===== config.mk =====
export PLATFORM = sky130hd
export DESIGN_NAME = bus_event_latch
export DESIGN_NICKNAME = d
export VERILOG_FILES = /design/src/rtl/bus_event_pkg.sv /design/src/rtl/bus_event_ctrl.sv /design/src/rtl/bus_event_dp.sv /design/src/rtl/bus_event_latch.sv
export SDC_FILE = /design/constraint.sdc
export NUM_CORES = 1
export LEC_CHECK = 0
export BUFFER_PORTS_ARGS = -buffer_cell sky130_fd_sc_hd__buf_2
export CAP_MARGIN = 10
export CORE_MARGIN = 4
export CORE_UTILIZATION = 35
export DETAILED_ROUTE_END_ITERATION = 8
export PLACE_DENSITY = 0.66
export SETUP_SLACK_MARGIN = 0.1
export SYNTH_ARGS = -nofsm -noshare
export SYNTH_HDL_FRONTEND = slang
export SYNTH_SLANG_ARGS = --single-unit

===== constraint.sdc =====
create_clock -name clk -period 0.8 [get_ports clk]
set_input_delay 0.08 -clock clk [delete_from_list [all_inputs] [get_ports clk]]
set_output_delay 0.08 -clock clk [all_outputs]
set_load 0.01 [all_outputs]

===== src/rtl/bus_event_pkg.sv =====
package bus_event_pkg;
  localparam int INTR_W = 8;
  localparam int SEVT_W = 4;
  localparam int PHASE_W = 3;
  localparam int BUSRST_BIT = INTR_W - 1;

  typedef struct packed {
    logic              clrAll;
    logic [INTR_W-1:0] intrSet;
    logic [SEVT_W-1:0] statSet;
    logic              pendSet;
  } latchCtl_t;
endpackage


===== src/rtl/bus_event_ctrl.sv =====
module bus_event_ctrl
  import bus_event_pkg::*;
(
  input  logic              clk,
  input  logic              rstN,
  input  logic              softRst,
  input  logic [INTR_W-1:0] evIntr,
  input  logic [SEVT_W-1:0] statEvt,
  input  logic              suppressLocalRst,
  input  logic              localRstCmd,
  input  logic              rdIntr,
  output latchCtl_t         ctl
);
  logic armedQ;
  logic dropBusRst;
  logic [INTR_W-1:0] dropMask;

  // a bus-reset event consumes the armed suppression
  assign dropBusRst = armedQ & evIntr[BUSRST_BIT];

  always_comb begin
    dropMask = '0;
    dropMask[BUSRST_BIT] = dropBusRst;
  end

  always_ff @(posedge clk or negedge rstN) begin
    if (!rstN) armedQ <= 1'b0;
    else if (softRst) armedQ <= 1'b0;
    else if (localRstCmd && suppressLocalRst) armedQ <= 1'b1;
    else if (evIntr[BUSRST_BIT]) armedQ <= 1'b0;
  end

  always_comb begin
    ctl.clrAll  = rdIntr | softRst;
    ctl.intrSet = softRst ? '0 : (evIntr & ~dropMask);
    ctl.statSet = softRst ? '0 : statEvt;
    ctl.pendSet = |ctl.intrSet;
  end
endmodule


===== src/rtl/bus_event_dp.sv =====
module bus_event_dp
  import bus_event_pkg::*;
(
  input  logic               clk,
  input  logic               rstN,
  input  latchCtl_t          ctl,
  input  logic [PHASE_W-1:0] phase,
  input  logic               rdStat,
  input  logic               rdIntr,
  output logic [INTR_W-1:0]  intrQ,
  output logic [SEVT_W-1:0]  statQ,
  output logic               pendQ,
  output logic [7:0]         statData,
  output logic [INTR_W-1:0]  intrData
);
  // per-bit sticky flags: a clear keeps only same-cycle arrivals
  for (genvar i = 0; i < INTR_W; i++) begin : g_intr
    always_ff @(posedge clk or negedge rstN) begin
      if (!rstN) intrQ[i] <= 1'b0;
      else if (ctl.clrAll) intrQ[i] <= ctl.intrSet[i];
      else intrQ[i] <= intrQ[i] | ctl.intrSet[i];
    end
  end

  for (genvar j = 0; j < SEVT_W; j++) begin : g_stat
    always_ff @(posedge clk or negedge rstN) begin
      if (!rstN) statQ[j] <= 1'b0;
      else if (ctl.clrAll) statQ[j] <= ctl.statSet[j];
      else statQ[j] <= statQ[j] | ctl.statSet[j];
    end
  end

  always_ff @(posedge clk or negedge rstN) begin
    if (!rstN) pendQ <= 1'b0;
    else if (ctl.clrAll) pendQ <= ctl.pendSet;
    else pendQ <= pendQ | ctl.pendSet;
  end

  assign statData = rdStat ? {pendQ, statQ, phase} : 8'h00;
  assign intrData = rdIntr ? intrQ : '0;
endmodule


===== src/rtl/bus_event_latch.sv =====
module bus_event_latch
  import bus_event_pkg::*;
(
  input  logic        clk,
  input  logic        rstN,
  input  logic        softRst,
  input  logic [7:0]  evIntr,
  input  logic [3:0]  statEvt,
  input  logic        msgLine,
  input  logic        cdLine,
  input  logic        ioLine,
  input  logic        irqEn,
  input  logic        suppressLocalRst,
  input  logic        localRstCmd,
  input  logic        rdStat,
  input  logic        rdIntr,
  output logic [7:0]  statData,
  output logic [7:0]  intrData,
  output logic        irqOut
);
  latchCtl_t ctl;
  logic [INTR_W-1:0] intrQ;
  logic [SEVT_W-1:0] statQ;
  logic pendQ;

  bus_event_ctrl ctrl_i (
    .clk(clk), .rstN(rstN), .softRst(softRst), .evIntr(evIntr),
    .statEvt(statEvt), .suppressLocalRst(suppressLocalRst),
    .localRstCmd(localRstCmd), .rdIntr(rdIntr), .ctl(ctl)
  );

  bus_event_dp dp_i (
    .clk(clk), .rstN(rstN), .ctl(ctl), .phase({msgLine, cdLine, ioLine}),
    .rdStat(rdStat), .rdIntr(rdIntr), .intrQ(intrQ), .statQ(statQ),
    .pendQ(pendQ), .statData(statData), .intrData(intrData)
  );

  assign irqOut = pendQ & irqEn;
endmodule


==> results_dict.tcl, run 1 <==
set metrics [dict create \
    crit_slowest_cell "sky130_fd_sc_hd__dfrtp_1" \
    route.detailed.wl_per_inst_um 10.74 \
    hold_path_startpoint "statEvt[2]" \
    maxSlewHeadroom_pct 76.42 \
    clkTransAtPathRegs_ns 0.09 \
    slew_viol_final 0 \
    routed-via-count 640 \
    hpwl_after_dpl_mm 1.127 \
    avgViaCountPerCell 4.295 \
    synth_nets 100 \
    critPathMaxStageDelay_ns 0.39 \
    die_h_um 53.38 \
    grt_pass1_vias 552 \
    timing.critical_path.cells "and2_1, buf_2" \
    fmax_mhz 967.1 \
    grt_overflow_total 0 \
    multi_input_area_um2 334.1 \
    n_antenna_cell 0 \
    placementRows 16 \
    violations "negative setup slack" \
    cts_inserted_buffers 3 \
    hold_path_class "input pin to flip-flop" \
    worstPathArrival_ns 0.95 \
    max-vdd-ir-drop_mv 0.8524 \
    clock-skew-final_ns 0.00002279 \
    dpl_cell_area_um2 937.1 \
    grt_start_max_net_pins 22 \
    grt_first_pass_wirelength_mm 2.387 \
    ys_ff_latch 14 \
    floorplan.initialDensity_pct 36.73 \
    timing.final.crit_period_ns 1.034 \
    synth_instances 77 \
    seq_area_frac_synth_pct 48.61 \
    synth_area_per_cell_um2 9.360 \
    synth_warnings 0 \
    clk_latency_ns 0.27 \
    gp_congestion 0.6419 \
    post_synth_instance_area_um2 720.7 \
    path_class "flip-flop to output pin" \
    worstMarginPinSlew_ns 0.3504 \
    synth.top_cell.area_share_pct 48.61 \
    drv.max_cap_violation_count 0 \
    core_region_area_um2 1962 \
    cts-htree-levels 1 \
    drt_wl_total_mm 1.601 \
    final_cell_area_um2 1066 \
    final.period_utilization_pct 129.2 \
    post_route_cells_drive_above_1_share_pct 48.36 \
    critical_path_peak_fanout 2 \
    first_pass_iters 3 \
    distinct_cells_synth 14 \
    cts.root.buffer_cell "sky130_fd_sc_hd__clkbuf_4" \
    worstRegToRegCells 4 \
    timing.setup.tns_ns -3.078 \
    grt_util_all_layers_pct 11.89 \
    power_density_nw_per_um2 1494 \
    ctsLongestPathBuffers 2 \
    cellLeakagePower_uw 0.0005707 \
    yosys-top-cells-area "sky130_fd_sc_hd__dfrtp_1, sky130_fd_sc_hd__nand2b_1, sky130_fd_sc_hd__and2_1" \
    filler_cell_count 200 \
    detail_route.iter0.violations 1 \
    cts_tree "built" \
    post-layout-total-power_uw 1592 \
    ff_latch_area_um2 350.3 \
    timing_hold_violations_final 0 \
    synth_top_cell_by_area "sky130_fd_sc_hd__dfrtp_1" \
    number_of_nets_in_the_layout 146 \
    finalSetupViolCount 15 \
    startpoint "dp_i.intrQ[6]$_DFF_PN0_" \
    worst_setup_path_end_kind "output pin" \
    antenna_violating_nets_post_route 0 \
    worst_setup_path_start_kind "flip-flop" \
    run_status "finished with violations" \
    syn2layout_area_growth_pct 47.92 \
    final_core_util_pct 54.34 \
    number_of_antenna_violations_at_the_first_check_in_global_routing 0 \
    port_buffers 39 \
    top_level_ports 40 \
    die-width_um 53.38 \
    rsz0062_at_grt "yes" \
    die_area_um2 2849 \
    clock_sinks 14 \
    whs_path_depth 3 \
    crit-reg2reg-launch "dp_i.pendQ$_DFF_PN0_" \
    drt_drc_violations_left 0 \
    setup_slack_ns -0.2340 \
    timing.critical_path.required_ns 0.72 \
    timing.hold.ws_ns 0.02832 \
]
-- state kept, by name (all words and copies together), names as in the netlist --
signal,flops
ctrl_i.armedQ,1
dp_i.pendQ,1
dp_i.intrQ,8
dp_i.statQ,4
-- power breakdown --
part	total (uW)	switching, uW	leakage (uW)	internal (uW)
clock	505	229	0.0000210	277
combinational	316	145	0.000372	170
sequential	771	21.4	0.000178	750
-- per-stage QoR --
stage | instances | worst slack [ns]
floorplan | 77 | 0.08111
global placement | 140 | -0.02169
detailed placement | 140 | -0.04017
CTS | 146 | -0.2435
global route | 149 | -0.3105
finish | 149 | -0.2340
-- synthesized netlist by cell type --
cell and count:
sky130_fd_sc_hd__and2_2 5, sky130_fd_sc_hd__a41oi_1 1, sky130_fd_sc_hd__nand2b_2 1, sky130_fd_sc_hd__dfrtp_1 14
sky130_fd_sc_hd__buf_2 1, sky130_fd_sc_hd__and2_1 12, sky130_fd_sc_hd__nor3_1 1, sky130_fd_sc_hd__a21oi_2 1
sky130_fd_sc_hd__nor4_1 1, sky130_fd_sc_hd__buf_6 2, sky130_fd_sc_hd__a21oi_1 12, sky130_fd_sc_hd__nand2_1 1
sky130_fd_sc_hd__inv_1 11, sky130_fd_sc_hd__nand2b_1 14
-- kinds of logic (layout without fill, tap and decap cells) --
| logic type | count (synthesis) | in the layout | share of synthesized area [%] |
|---|---|---|---|
| DFF | 14 | 14 | 48.61 |
| and+or+nand+nor | 35 | 35 | 31.08 |
| AOI/OAI and AO/OA | 14 | 14 | 10.76 |
| buffers and inverters | 14 | 59 | 9.548 |
-- critical path, delay by kind of cell, from the launching register on --
kind	cells	cell delay, ns
buf+inv	1	0.13
simple gates	1	0.15
flops	1	0.39
-- final cells by class --
| type | count | area share, % |
|---|---|---|
| clock buffers | 4 | 3.404 |
| repair buffers | 44 | 25.35 |
| multi-input cells | 49 | 31.34 |
| well taps | 27 | 3.169 |
| inverters | 11 | 3.873 |
| flip-flops and latches | 14 | 32.86 |
-- repair_timing --
action                                  4_1_cts  5_1_grt
hold buffers                                  1        0
gates resized for setup                      11        3
endpoints found under the setup margin       16       18
setup buffers                                 1        3
endpoints found under the hold margin        14        0
pin swaps                                     6        3
-- placed cells by master (no fill, tap or decap) --
cell type and count:
sky130_fd_sc_hd__and2_4 5, sky130_fd_sc_hd__nand2b_2 1, sky130_fd_sc_hd__nor3_1 1, sky130_fd_sc_hd__buf_6 6, sky130_fd_sc_hd__nand2b_1 13, sky130_fd_sc_hd__and2_1 12
sky130_fd_sc_hd__dlygate4sd3_1 1, sky130_fd_sc_hd__a21oi_2 4, sky130_fd_sc_hd__dfrtp_1 14, sky130_fd_sc_hd__inv_1 11, sky130_fd_sc_hd__clkbuf_4 3, sky130_fd_sc_hd__a21oi_1 9
sky130_fd_sc_hd__nor4_1 1, sky130_fd_sc_hd__clkbuf_8 1, sky130_fd_sc_hd__nand2_1 1, sky130_fd_sc_hd__a41oi_2 1, sky130_fd_sc_hd__nand2b_4 1, sky130_fd_sc_hd__buf_2 34
sky130_fd_sc_hd__buf_4 3
-- worst paths after layout --
check | slack, ns | to
min in group asynchronous | 0.22 | dp_i.intrQ[2]$_DFF_PN0_
max reg2reg | -0.13 | dp_i.pendQ$_DFF_PN0_
max in group asynchronous | 0.34 | dp_i.intrQ[0]$_DFF_PN0_
max | -0.23 | intrData[6]
min | 0.03 | dp_i.statQ[2]$_DFF_PN0_
min reg2reg | 0.54 | dp_i.statQ[1]$_DFF_PN0_
-- per-layer routing --
| layer | global-route usage (%) | wire length (um) |
|---|---|---|
| met5 | 0 | 0 |
| met4 | 7.660 | 23 |
| met3 | 3.099 | 162 |
| met2 | 19.39 | 744 |
| met1 | 13.52 | 670 |
Power figures use the tool's default switching activity.
==> run 2, diff against run 1 <==
Settings changed: CORE_UTILIZATION 35 to 38, PLACE_DENSITY 0.66 to 0.71, REMOVE_ABC_BUFFERS set to 1, SYNTH_HIERARCHICAL set to 1.
==> results_dict.tcl, run 2 <==
set metrics [dict create \
    violations "negative setup slack" \
    timing.critical_path.cells "and2_1, buf_2" \
    pre_cts_slack_ns -0.04910 \
    run_status "finished with violations" \
    slew_viol_final 0 \
    clock-skew-final_ns 0.0001784 \
    regMostFlops "dp_i/intrQ" \
    gr-usage-met2_pct 20.60 \
    ctsLongestPathBuffers 2 \
    gp_congestion 0.7461 \
    avgViaCountPerCell 4.529 \
    die_area_um2 2611 \
    worst_setup_path_end_kind "output pin" \
    routed-via-count 634 \
    met3_usage_pct 4.665 \
    cts_inserted_buffers 3 \
    synth_top_cell_by_area "sky130_fd_sc_hd__dfrtp_1" \
    core_region_area_um2 1745 \
    max-vdd-ir-drop_mv 0.9202 \
    setup_slack_ns -0.2199 \
    worst_setup_path_start_kind "flip-flop" \
    worstPathArrival_ns 0.94 \
    critical-path-top-delay-family "flip-flops" \
    top_level_ports 40 \
    layout_commonest_cell "sky130_fd_sc_hd__buf_2" \
    hold_path_class "input pin to flip-flop" \
    ys.flop_type "sky130_fd_sc_hd__dfrtp_1" \
    worstPathBufferInverterCount 1 \
    post-synth-top-count-cell "sky130_fd_sc_hd__and2_1" \
    distinct_cells_synth 16 \
    crit_slowest_cell "sky130_fd_sc_hd__dfrtp_1" \
    fmax_mhz 980.5 \
    syn2layout_area_growth_pct 48.05 \
    die_h_um 51.10 \
    critPathMaxStageDelay_ns 0.40 \
    timing_hold_violations_final 0 \
    rsz0062_at_grt "yes" \
    post_synth_instance_area_um2 705.7 \
    power_density_nw_per_um2 1440 \
    finalSetupViolCount 15 \
    drt_drc_violations_left 0 \
    grt_start_max_net_pins 15 \
    critical_path_peak_fanout 2 \
    clock_sinks 14 \
    grt_use_met1_pct 15.02 \
    timing.final.crit_period_ns 1.020 \
    grt_overflow_total 0 \
    die-width_um 51.10 \
    final.period_utilization_pct 127.5 \
    maxSlewHeadroom_pct 78.59 \
    finish.cell_count_without_fillers 140 \
    number_of_nets_in_the_layout 140 \
    detail_route.iter0.violations 3 \
    synth.top_cell.area_share_pct 49.65 \
    grt_busiest_layer "met2" \
    number_of_antenna_violations_at_the_first_check_in_global_routing 0 \
    drv.max_cap_violation_count 0 \
    worstMarginPinSlew_ns 0.3212 \
    first_pass_iters 4 \
    ys_ff_latch 14 \
    synth_area_per_cell_um2 10.53 \
    grt_first_pass_wirelength_mm 2.490 \
    layout.cells.most_common_list "sky130_fd_sc_hd__buf_2, sky130_fd_sc_hd__dfrtp_1, sky130_fd_sc_hd__and2_1" \
    place_inst 132 \
    cts-htree-levels 1 \
    seq_area_frac_synth_pct 49.65 \
    route.detailed.wl_per_inst_um 11.59 \
    yosys-top-cells-area "sky130_fd_sc_hd__dfrtp_1, sky130_fd_sc_hd__and2_1, sky130_fd_sc_hd__a21o_1" \
    placementRows 15 \
    n_antenna_cell 0 \
    cts_tree "built" \
    cellLeakagePower_uw 0.0006214 \
    timing.critical_path.required_ns 0.72 \
    path_class "flip-flop to output pin" \
    ys_top_cells_by_count "sky130_fd_sc_hd__and2_1, sky130_fd_sc_hd__dfrtp_1, sky130_fd_sc_hd__a21o_1" \
    number_of_flip_flops_under_the_largest_register_name 8 \
    post_route_cells_drive_above_1_share_pct 50.43 \
    grt_util_all_layers_pct 12.90 \
    synth_instances 67 \
    final_cell_area_um2 1045 \
    grt_pass1_vias 575 \
    dpl_cell_area_um2 932.1 \
    port_buffers 39 \
    drt_wl_total_mm 1.622 \
    antenna_violating_nets_post_route 0 \
    synth_warnings 6 \
    clk_latency_ns 0.27 \
    clkTransAtPathRegs_ns 0.08 \
    synth_async_reset_ratio_pct 100.0 \
    cts.root.buffer_cell "sky130_fd_sc_hd__clkbuf_4" \
    synth_edf_count 0 \
    registers_with_the_highest_flip_flop_counts "dp_i/intrQ x8, dp_i/statQ x4" \
    floorplan.initialDensity_pct 40.43 \
]
run 2: cell types whose count changed in the layout (fill, tap and decap cells not counted), moves of 3 or more:
cell / delta
sky130_fd_sc_hd__a21oi_1: -8
sky130_fd_sc_hd__nor2b_1: +8
sky130_fd_sc_hd__a21o_2: +3
sky130_fd_sc_hd__and2b_1: +3
sky130_fd_sc_hd__nand2b_1: -12
sky130_fd_sc_hd__a21oi_2: -4
sky130_fd_sc_hd__inv_1: -11
sky130_fd_sc_hd__a21o_1: +10
run 2: kinds of logic after synthesis:
| family | share of synthesized area, % |
|---|---|
| AO/OA/AOI/OAI | 15.96 |
| AND/OR/NAND/NOR | 30.67 |
| flip-flops | 49.65 |
| buffers and inverters | 3.723 |
run 2: what timing repair did:
item / CTS / global route
hold buffers: 1 / 0
buffers inserted: 4 / 1
pin swaps: 15 / 2
hold endpoints to repair: 14 / 0
endpoints found under the setup margin: 16 / 19
resized for setup: 1 / 10
run 2: final timing paths:
kind	startpoint	end	slack, ns	cells past startpoint
setup reg to reg	ctrl_i/armedQ$_DFFE_PN0P_	dp_i/pendQ$_DFF_PN0_	0	3
setup / recovery	dp_i/intrQ[4]$_DFF_PN0_	intrData[4]	-0.22	2
min in group asynchronous	rstN	dp_i/pendQ$_DFF_PN0_	0.24	2
hold / removal	suppressLocalRst	ctrl_i/armedQ$_DFFE_PN0P_	0.04	3
hold reg to reg	dp_i/statQ[0]$_DFF_PN0_	dp_i/statQ[0]$_DFF_PN0_	0.47	1
max in group asynchronous	rstN	dp_i/intrQ[2]$_DFF_PN0_	0.32	2
run 2: metal layers:
| layer | routed length (um) | vias to the layer above |
|---|---|---|
| met3 | 202 | 0 |
| met2 | 734 | 32 |
| met4 | 0 | 0 |
| met5 | 0 | - |
| met1 | 685 | 285 |
| li1 | - | 317 |
run 2: stage by stage:
| step | utilization [%] | setup TNS, ns | total power (uW) | hold WS [ns] |
|---|---|---|---|---|
| 2_1_floorplan | - | 0 | 926.0 | -0.2156 |
| 3_3_place_gp | 53.41 | -0.2886 | 1078 | -0.009325 |
| 3_5_place_dp | 53.41 | -0.3767 | 1085 | -0.009647 |
| 4_1_cts | 57.42 | -3.006 | 1504 | 0.02843 |
| 5_1_grt | 59.86 | -3.502 | 1605 | 0.02454 |
| 6_report | 59.86 | -2.698 | 1505 | 0.03859 |
run 2: worst reg2reg max path, cell delays in order (launching register included):
cell and delay (ns):
sky130_fd_sc_hd__dfrtp_1 0.38, sky130_fd_sc_hd__nand2b_4 0.15, sky130_fd_sc_hd__a31oi_1 0.13, sky130_fd_sc_hd__a21o_1 0.10
run 2: cell type report:
| class | count | area [um^2] |
|---|---|---|
| Tap cell | 25 | 31.28 |
| Timing Repair Buffer | 47 | 290.3 |
| Fill cell | 161 | 700.7 |
| Sequential cell | 14 | 350.3 |
| Inverter | 1 | 3.754 |
| Multi-Input combinational cell | 50 | 346.6 |
| Clock buffer | 3 | 22.52 |
run 2: report_power, final:
part           internal (uW)  switching [uW]
sequential               757            24.7
combinational            201             144
clock                    174             204
total                   1130             373
==> run 3, diff against run 2 <==
Clock period 0.8 ns to 0.86 ns, I/O delays scaled along.
==> results_dict.tcl, run 3 (synthesized netlist as in run 2, its figures left out) <==
set metrics [dict create \
    filler_cell_count 167 \
    final.period_utilization_pct 118.5 \
    grt_util_all_layers_pct 12.78 \
    floorplan.initialDensity_pct 40.43 \
    finalSetupViolCount 14 \
    critPathMaxStageDelay_ns 0.40 \
    clock-skew-final_ns 0.0001504 \
    port_buffers 39 \
    cts_inserted_buffers 3 \
    hold_path_class "input pin to flip-flop" \
    worstMarginPinSlew_ns 0.3048 \
    power_density_nw_per_um2 1329 \
    max-vdd-ir-drop_mv 0.6018 \
    cellLeakagePower_uw 0.0006268 \
    syn2layout_area_growth_pct 50.53 \
    power_frac_clock_pct 25.0 \
    setup_slack_of_the_most_critical_reg_to_reg_path_ns 0.06 \
    core_region_area_um2 1745 \
    timing.setup.tns_ns -1.925 \
    layout_commonest_cell "sky130_fd_sc_hd__buf_2" \
    cts.root.buffer_cell "sky130_fd_sc_hd__clkbuf_4" \
    timing.critical_path.cells "and2_1, buf_2" \
    top_level_ports 40 \
    violations "negative setup slack" \
    placementRows 15 \
    power_switching_uw 350.0 \
    fmax_mhz 981.0 \
    setup_slack_ns -0.1594 \
    crit_slowest_cell "sky130_fd_sc_hd__dfrtp_1" \
    die-width_um 51.10 \
    dpl_cell_area_um2 932.1 \
    rsz0062_at_grt "yes" \
    crit-reg2reg-launch "ctrl_i/armedQ$_DFFE_PN0P_" \
    critical_path_cell_count 2 \
    route.detailed.wl_per_inst_um 11.53 \
    number_of_nets_in_the_layout 140 \
    maxSlewHeadroom_pct 79.68 \
    avgViaCountPerCell 4.571 \
    cts-htree-levels 1 \
    switching_share_pct 24.79 \
    detail_route.iter0.violations 5 \
    post_route_cells_drive_above_1_share_pct 52.17 \
    worst_setup_path_endpoint "statData[7]" \
    clkTransAtPathRegs_ns 0.08 \
    pre_cts_slack_ns 0.003310 \
    critical_path_peak_fanout 3 \
    layout.cells.most_common_list "sky130_fd_sc_hd__buf_2, sky130_fd_sc_hd__dfrtp_1, sky130_fd_sc_hd__and2_1" \
    gp_congestion 0.7461 \
    drt_wl_total_mm 1.614 \
    regMostFlops "dp_i/intrQ" \
    grt_overflow_total 0 \
    number_of_flip_flops_under_the_largest_register_name 8 \
    registers_with_the_highest_flip_flop_counts "dp_i/intrQ x8, dp_i/statQ x4" \
    drt_drc_violations_left 0 \
    clk_latency_ns 0.27 \
    timing.critical_path.required_ns 0.77 \
    worst_setup_path_start_kind "flip-flop" \
    slew_viol_final 0 \
    ctsLongestPathBuffers 2 \
    routed-via-count 640 \
    number_of_antenna_violations_at_the_first_check_in_global_routing 0 \
    r2r-end "dp_i/pendQ$_DFF_PN0_" \
    grt_first_pass_wirelength_mm 2.477 \
    antenna_violating_nets_post_route 0 \
    grt_start_max_net_pins 15 \
    first_pass_iters 2 \
    final_core_util_pct 60.86 \
    startpoint "dp_i/pendQ$_DFF_PN0_" \
    worstPathArrival_ns 0.93 \
    final_cell_area_um2 1062 \
    critical-path-top-delay-family "flip-flops" \
    die_area_um2 2611 \
    path_class "flip-flop to output pin" \
    share_of_power_burned_in_registers_pct 51.6 \
    n_antenna_cell 0 \
    internal_power_uw 1062 \
    worst_setup_path_end_kind "output pin" \
    run_status "finished with violations" \
    worstPathBufferInverterCount 1 \
    cts_tree "built" \
    worstRegToRegCells 3 \
    die_h_um 51.10 \
    timing_hold_violations_final 0 \
    whs_path_depth 3 \
    p_comb_share_pct 23.4 \
    grt_pass1_vias 573 \
    clock_sinks 14 \
    drv.max_cap_violation_count 0 \
    timing.final.crit_period_ns 1.019 \
]
## run 3: cell counts in the layout (fill, tap and decap cells not counted)
No cell type changed its count.
## run 3: worst register-to-register path, delay by kind of cell (launching register included)
| kind | cells | cell delay, ns |
|---|---|---|
| AOI/OAI and AO/OA | 2 | 0.23 |
| and+or+nand+nor | 1 | 0.14 |
| DFF | 1 | 0.38 |
## run 3: layout make-up
class,instances,area [um^2],area share (%)
multi-input combinational,50,351.6,33.10
clock buffer,3,22.52,2.120
inverter,1,3.754,0.3534
timing repair buffer,47,302.8,28.50
tap,25,31.28,2.945
sequential,14,350.3,32.98
## run 3: power by group through the flow
stage | clock network (uW) | logic (uW) | registers (uW)
2_1_floorplan | 0 | 129 | 733
3_3_place_gp | 0 | 266 | 737
3_5_place_dp | 0 | 270 | 739
4_1_cts | 372 | 298 | 726
5_1_grt | 406 | 363 | 735
6_report | 353 | 331 | 728
## run 3: worst min-delay path by stage
| stage | from | end |
|---|---|---|
| after floorplan | rstN | ctrl_i/armedQ$_DFFE_PN0P_ |
| after global placement | rstN | dp_i/statQ[3]$_DFF_PN0_ |
| after detailed placement | rstN | dp_i/statQ[3]$_DFF_PN0_ |
| after CTS | suppressLocalRst | ctrl_i/armedQ$_DFFE_PN0P_ |
| after global routing | suppressLocalRst | ctrl_i/armedQ$_DFFE_PN0P_ |
| final | suppressLocalRst | ctrl_i/armedQ$_DFFE_PN0P_ |
## run 3: layer usage
layer | wire [um] | share of wire [%] | vias to the layer above | GRT usage, %
met4 | 0 | 0 | 0 | 5.381
li1 | - | - | 316 | -
met3 | 193 | 12 | 0 | 4.665
met1 | 694 | 43 | 292 | 15.38
met2 | 726 | 45 | 32 | 20.39
met5 | 0 | 0 | - | 0
## run 3: metrics by stage
stage,power [uW],hold WS [ns],std cells
after floorplan,861.4,-0.2096,65
after detailed placement,1010,-0.004780,132
after CTS,1397,0.03900,140
final,1412,0.04525,140
after global placement,1003,-0.003327,132
after global routing,1504,0.03567,140
## run 3: what timing repair did
item	4_1_cts	5_1_grt
hold buffers	1	0
endpoints found under the setup margin	16	18
cloned	0	0
setup buffers	4	1
resized for setup	1	15
pin swaps	15	3
hold endpoints to repair	14	0
